File: src/rtl/xip_pkg.sv
package xip_pkg;
  localparam int unsigned XIP_W = 10;
  localparam int unsigned XIP_AW = 2;
  localparam logic [XIP_W-1:0] XIP_IMPL = 10'h3F6;

  typedef enum logic [XIP_AW-1:0] {
    XIP_A_STATUS = 2'd0,
    XIP_A_ENABLE = 2'd1,
    XIP_A_CLEAR  = 2'd2
  } xip_addr_e;

  // sticky update: new events win over a simultaneous clear
  function automatic logic [XIP_W-1:0] xip_next_status(
    input logic [XIP_W-1:0] cur,
    input logic [XIP_W-1:0] evt,
    input logic [XIP_W-1:0] clr,
    input logic [XIP_W-1:0] impl
  );
    return ((cur & ~clr) | evt) & impl;
  endfunction

  function automatic logic xip_irq(
    input logic [XIP_W-1:0] st,
    input logic [XIP_W-1:0] en
  );
    return |(st & en);
  endfunction
endpackage

File: src/rtl/xip_status_bank.sv
module xip_status_bank
  import xip_pkg::*;
#(
  parameter logic [XIP_W-1:0] IMPL = XIP_IMPL
) (
  input  logic             clk,
  input  logic             rst_n,
  input  logic [XIP_W-1:0] evt_i,
  input  logic [XIP_W-1:0] clr_i,
  output logic [XIP_W-1:0] st_q_o,
  output logic [XIP_W-1:0] st_d_o
);
  assign st_d_o = xip_next_status(st_q_o, evt_i, clr_i, IMPL);

  always_ff @(posedge clk) begin
    if (!rst_n) st_q_o <= '0;
    else        st_q_o <= st_d_o;
  end
endmodule

File: src/rtl/xip_enable_reg.sv
module xip_enable_reg
  import xip_pkg::*;
#(
  parameter logic [XIP_W-1:0] IMPL = XIP_IMPL
) (
  input  logic             clk,
  input  logic             rst_n,
  input  logic             wr_i,
  input  logic [XIP_W-1:0] wdata_i,
  output logic [XIP_W-1:0] en_o
);
  always_ff @(posedge clk) begin
    if (!rst_n)    en_o <= '0;
    else if (wr_i) en_o <= wdata_i & IMPL;
  end
endmodule

File: src/rtl/xip_pause_gate.sv
module xip_pause_gate
  import xip_pkg::*;
(
  input  logic             clk,
  input  logic             rst_n,
  input  logic             byte_end_i,
  input  logic [XIP_W-1:0] st_q_i,
  input  logic [XIP_W-1:0] st_d_i,
  output logic             pause_o
);
  logic pend_now;   // something pending before this edge
  logic pend_next;  // something pending after this edge
  logic hold_q;

  assign pend_now  = |st_q_i;
  assign pend_next = |st_d_i;

  always_ff @(posedge clk) begin
    if (!rst_n)          hold_q <= 1'b0;
    else if (!pend_next) hold_q <= 1'b0;
    else                 hold_q <= hold_q | (byte_end_i & pend_now);
  end

  assign pause_o = hold_q;
endmodule

File: src/rtl/xfer_irq_pause.sv
module xfer_irq_pause
  import xip_pkg::*;
#(
  parameter logic [XIP_W-1:0] IMPL = XIP_IMPL
) (
  input  logic              clk,
  input  logic              rst_n,
  input  logic [XIP_W-1:0]  evt_i,
  input  logic              byte_end_i,
  input  logic              reg_wr_i,
  input  logic [XIP_AW-1:0] reg_addr_i,
  input  logic [XIP_W-1:0]  reg_wdata_i,
  output logic [XIP_W-1:0]  reg_rdata_o,
  output logic              irq_o,
  output logic              pause_o
);
  logic             wr_en;
  logic             wr_clr;
  logic [XIP_W-1:0] clr_mask;
  logic [XIP_W-1:0] st_q;
  logic [XIP_W-1:0] st_d;
  logic [XIP_W-1:0] en_q;

  assign wr_en    = reg_wr_i && (reg_addr_i == XIP_A_ENABLE);
  assign wr_clr   = reg_wr_i && (reg_addr_i == XIP_A_CLEAR);
  assign clr_mask = wr_clr ? reg_wdata_i : '0;

  xip_status_bank #(.IMPL(IMPL)) u_bank (
    .clk(clk), .rst_n(rst_n), .evt_i(evt_i), .clr_i(clr_mask),
    .st_q_o(st_q), .st_d_o(st_d)
  );

  xip_enable_reg #(.IMPL(IMPL)) u_en (
    .clk(clk), .rst_n(rst_n), .wr_i(wr_en), .wdata_i(reg_wdata_i), .en_o(en_q)
  );

  xip_pause_gate u_pause (
    .clk(clk), .rst_n(rst_n), .byte_end_i(byte_end_i),
    .st_q_i(st_q), .st_d_i(st_d), .pause_o(pause_o)
  );

  assign irq_o = xip_irq(st_q, en_q);

  always_comb begin
    case (reg_addr_i)
      XIP_A_STATUS: reg_rdata_o = st_q;
      XIP_A_ENABLE: reg_rdata_o = en_q;
      default:      reg_rdata_o = '0;
    endcase
  end
endmodule

File: config.mk
export PLATFORM = sky130hd
export DESIGN_NAME = xfer_irq_pause
export DESIGN_NICKNAME = d
export VERILOG_FILES = /design/src/rtl/xip_pkg.sv /design/src/rtl/xip_status_bank.sv /design/src/rtl/xip_enable_reg.sv /design/src/rtl/xip_pause_gate.sv /design/src/rtl/xfer_irq_pause.sv
export SDC_FILE = /design/constraint.sdc
export NUM_CORES = 1
export LEC_CHECK = 0
export ABC_CLOCK_PERIOD_IN_PS = 2500
export CORE_MARGIN = 2
export CORE_UTILIZATION = 44
export DETAILED_ROUTE_END_ITERATION = 10
export GPL_TIMING_DRIVEN = 0
export HOLD_SLACK_MARGIN = 0.1
export PLACE_DENSITY = 0.87
export SKIP_CTS_REPAIR_TIMING = 1
export SLEW_MARGIN = 10
export SYNTH_ARGS = -nofsm -noshare
export SYNTH_HDL_FRONTEND = slang
export SYNTH_SLANG_ARGS = --single-unit
File: constraint.sdc
create_clock -name clk -period 2.5 [get_ports clk]
set_clock_uncertainty 0.05 [all_clocks]
set_input_delay 0.75 -clock clk [delete_from_list [all_inputs] [get_ports clk]]
set_output_delay 0.75 -clock clk [all_outputs]
set_load 0.02 [all_outputs]
==> load_flow_metrics.sql <==
INSERT INTO impl_metrics (metric_group, metric, value, unit) VALUES
('critical_path', 'worst_path_max_delay_cell', 'sky130_fd_sc_hd__clkdlybuf4s50_1', ''),
('global_routing', 'pin_count_of_the_biggest_net_entering_global_routing', '11', ''),
('clocking', 'worst_skew_pair.late_latency', '0.29', 'ns'),
('critical_path', 'start_kind', 'register', ''),
('critical_path', 'kind_of_cell_with_the_highest_combined_delay_on_the_critical_path', 'buffers and inverters', ''),
('power_and_ir_drop', 'irDropWorstVdd', '0.3412', 'mV'),
('yosys', 'postSynthAreaPerCell', '9.727', 'um^2'),
('place', 'number_of_placed_cells_counting_well_taps', '150', ''),
('power_and_ir_drop', 'cellPowerDensity', '458.1', 'nW/um^2'),
('sta', 'hold_slack', '0.5061', 'ns'),
('drt', 'drc_marker_count_from_the_first_detailed_route_iteration', '19', ''),
('drt', 'average_detailed_routed_wire_length_per_instance', '14.50', 'um'),
('finish', 'antennaDiodeCount', '0', ''),
('sta', 'final_period_demand_of_the_worst_path', '2.343', 'ns'),
('clocking', 'ctsHtreeMaxLevel', '1', ''),
('yosys', 'synth.largest_area_cell', 'sky130_fd_sc_hd__dfxtp_1', ''),
('critical_path', 'cp_cell_sequence', 'a22oi_1 -> nand4_1 -> clkdlybuf4s50_1', ''),
('worst_hold_path', 'hold_crit_path_type', 'register to register', ''),
('drt', 'routed_wl', '2233', 'um'),
('die', 'dieHeight', '49.34', 'um'),
('sta', 'finalSetupViolCount', '0', ''),
('yosys', 'synth-edff-count', '0', ''),
('finish', 'area_growth_syn_to_layout', '41.36', '%'),
('finish', 'multi_input_comb_area', '521.8', 'um^2'),
('drt', 'vias', '849', ''),
('power_and_ir_drop', 'p_leak', '0.0006777', 'uW'),
('sta', 'hold_violations', '0', ''),
('place', 'standard_cell_area_after_detailed_placement', '1232', 'um^2'),
('run_status', 'status', 'finished, final reports clean', ''),
('die', 'floorplan.rows', '16', ''),
('sta', 'slew_viol_final', '0', ''),
('yosys', 'synth_top_cells_by_area', 'sky130_fd_sc_hd__dfxtp_1 38%, sky130_fd_sc_hd__mux2i_1 18%, sky130_fd_sc_hd__nor2b_1 6.2%, sky130_fd_sc_hd__o22ai_1 5.5%, sky130_fd_sc_hd__and2b_1 5.0%', ''),
('yosys', 'synthesis.instances', '93', ''),
('yosys', 'synthesis.area', '904.6', 'um^2'),
('finish', 'fin_nets', '154', ''),
('drt', 'drtPass1Iterations', '4', ''),
('place', 'globalplace.congestion', '0.8280', ''),
('clocking', 'clkTransAtPathRegs', '0.10', 'ns'),
('yosys', 'post-synth-top-count-cell', 'sky130_fd_sc_hd__dfxtp_1', ''),
('global_routing', 'global_route_wire_length_before_repair', '3546', 'um'),
('yosys', 'yosysWarnings', '0', ''),
('global_routing', 'number_of_global_route_vias_before_repair', '812', ''),
('critical_path', 'timing_worst_setup_path_type', 'register to output pin', ''),
('critical_path', 'bufs_and_invs_on_worst_path', '1', ''),
('yosys', 'yosysTopAreaCellShare', '37.62', '%'),
('clocking', 'clock-sinks', '17', ''),
('sta', 'rsz0062_at_grt', 'false', ''),
('global_routing', 'grt_antenna_before_repair', '0', ''),
('place', 'input_output_buffers', '29', ''),
('die', 'dieWidth', '49.34', 'um'),
('finish', 'fill_cells', '172', ''),
('yosys', 'number_of_synthesized_register_bits', '17', ''),
('global_routing', 'track_usage', '18.93', '%'),
('sta', 'setup_tns', '0', 'ns'),
('drt', 'avgViaCountPerCell', '5.513', ''),
('critical_path', 'top_fanout_value_on_the_critical_path', '4', ''),
('place', 'dp_hpwl', '1653', 'um'),
('finish', 'stdcell_count', '154', ''),
('clocking', 'cts_tree', 'done', ''),
('drt', 'detail-route-antenna-nets', '0', ''),
('power_and_ir_drop', 'total_power', '585.8', 'uW'),
('sta', 'max_freq', '426.8', 'MHz'),
('finish', 'layout-drive-gt1-share', '8.661', '%'),
('critical_path', 'timing.critical_path.slowest_cell_delay', '0.56', 'ns'),
('finish', 'ff_latch_area', '340.3', 'um^2'),
('critical_path', 'timing.critical_path.arrival', '1.54', 'ns'),
('yosys', 'synth_seq_area_share', '37.62', '%'),
('critical_path', 'worstSetupEndpointType', 'output pin', ''),
('flow_run', 'cap_violations', '0', ''),
('sta', 'layout_worst_path_cycle_share', '93.72', '%'),
('yosys', 'asyncSetResetFlopFracSynth', '0', '%');
==> worst register-to-register path, delay by kind of cell (launching register included) <==
| family | cells | cell delay (ns) |
|---|---|---|
| DFF | 1 | 0.35 |
| AOI/OAI and AO/OA | 2 | 0.54 |
| and+or+nand+nor | 1 | 0.14 |
==> power breakdown <==
group | switching, uW | total (uW) | leakage [uW] | internal (uW)
sequential | 15.1 | 301 | 0.000140 | 286
combinational | 58.7 | 139 | 0.000522 | 79.9
clock | 83.6 | 146 | 0.0000150 | 62.1
total | 158 | 586 | 0.000678 | 428
==> flip-flops by register name (all words and copies together) (netlist names) <==
| signal | flops |
|---|---|
| u_en.en_o | 8 |
| u_bank.st_q_o | 8 |
| u_pause.pause_o | 1 |
==> cells in the final DEF, fill, tap and decap left out, types with 2 or more instances in the layout <==
| cell | count |
|---|---|
| sky130_fd_sc_hd__a22oi_1 | 4 |
| sky130_fd_sc_hd__and2b_1 | 6 |
| sky130_fd_sc_hd__buf_4 | 2 |
| sky130_fd_sc_hd__buf_6 | 2 |
| sky130_fd_sc_hd__clkbuf_1 | 2 |
| sky130_fd_sc_hd__clkbuf_4 | 3 |
| sky130_fd_sc_hd__clkdlybuf4s50_1 | 21 |
| sky130_fd_sc_hd__conb_1 | 2 |
| sky130_fd_sc_hd__dfxtp_1 | 17 |
| sky130_fd_sc_hd__dlymetal6s2s_1 | 8 |
| sky130_fd_sc_hd__mux2i_1 | 16 |
| sky130_fd_sc_hd__nand2b_1 | 4 |
| sky130_fd_sc_hd__nand4_1 | 3 |
| sky130_fd_sc_hd__nor2_1 | 8 |
| sky130_fd_sc_hd__nor2b_1 | 9 |
| sky130_fd_sc_hd__nor4_1 | 2 |
| sky130_fd_sc_hd__o22ai_1 | 8 |
| sky130_fd_sc_hd__or2b_1 | 3 |
==> metal layers <==
metal	wire [um]	track usage (%)
met4	8	5.714
met2	1145	33.78
met3	186	3.681
met5	0	0
met1	892	22.62
==> final cells by class <==
cell class	instances	share of cell area, %
Buffer	6	3.620
Clock buffer	4	2.055
Multi-Input combinational cell	71	40.80
Sequential cell	17	26.61
Tap cell	27	2.642
Timing Repair Buffer	29	24.27
==> metrics by stage <==
stage	setup WS, ns	utilization [%]
global placement	-0.008749	63.47
finish	0.1570	65.85
CTS	-0.02548	64.82
detailed placement	-0.02530	63.47
global route	0.06734	65.85
floorplan	0.4242	-
==> final timing paths <==
path	endpoint	slack (ns)	startpoint	cells after the start
worst max-delay path	irq_o	0.16	u_bank.st_q_o[8]$_SDFF_PN0_	3
worst min-delay path	u_en.en_o[7]$_SDFFE_PN0P_	0.51	u_en.en_o[7]$_SDFFE_PN0P_	2
worst max register to register	u_pause.pause_o$_SDFF_PN0_	1.33	u_bank.st_q_o[2]$_SDFF_PN0_	3
worst min register to register	u_en.en_o[7]$_SDFFE_PN0P_	0.51	u_en.en_o[7]$_SDFFE_PN0P_	2
==> cells by family after synthesis <==
logic type | share of synthesized area [%]
AOI/OAI and AO/OA | 10.93
muxes | 17.70
and+or+nand+nor | 28.22
buffers and inverters | 5.116
other | 0.4145
DFF | 37.62
No activity file was read; power rests on OpenSTA's default activity.
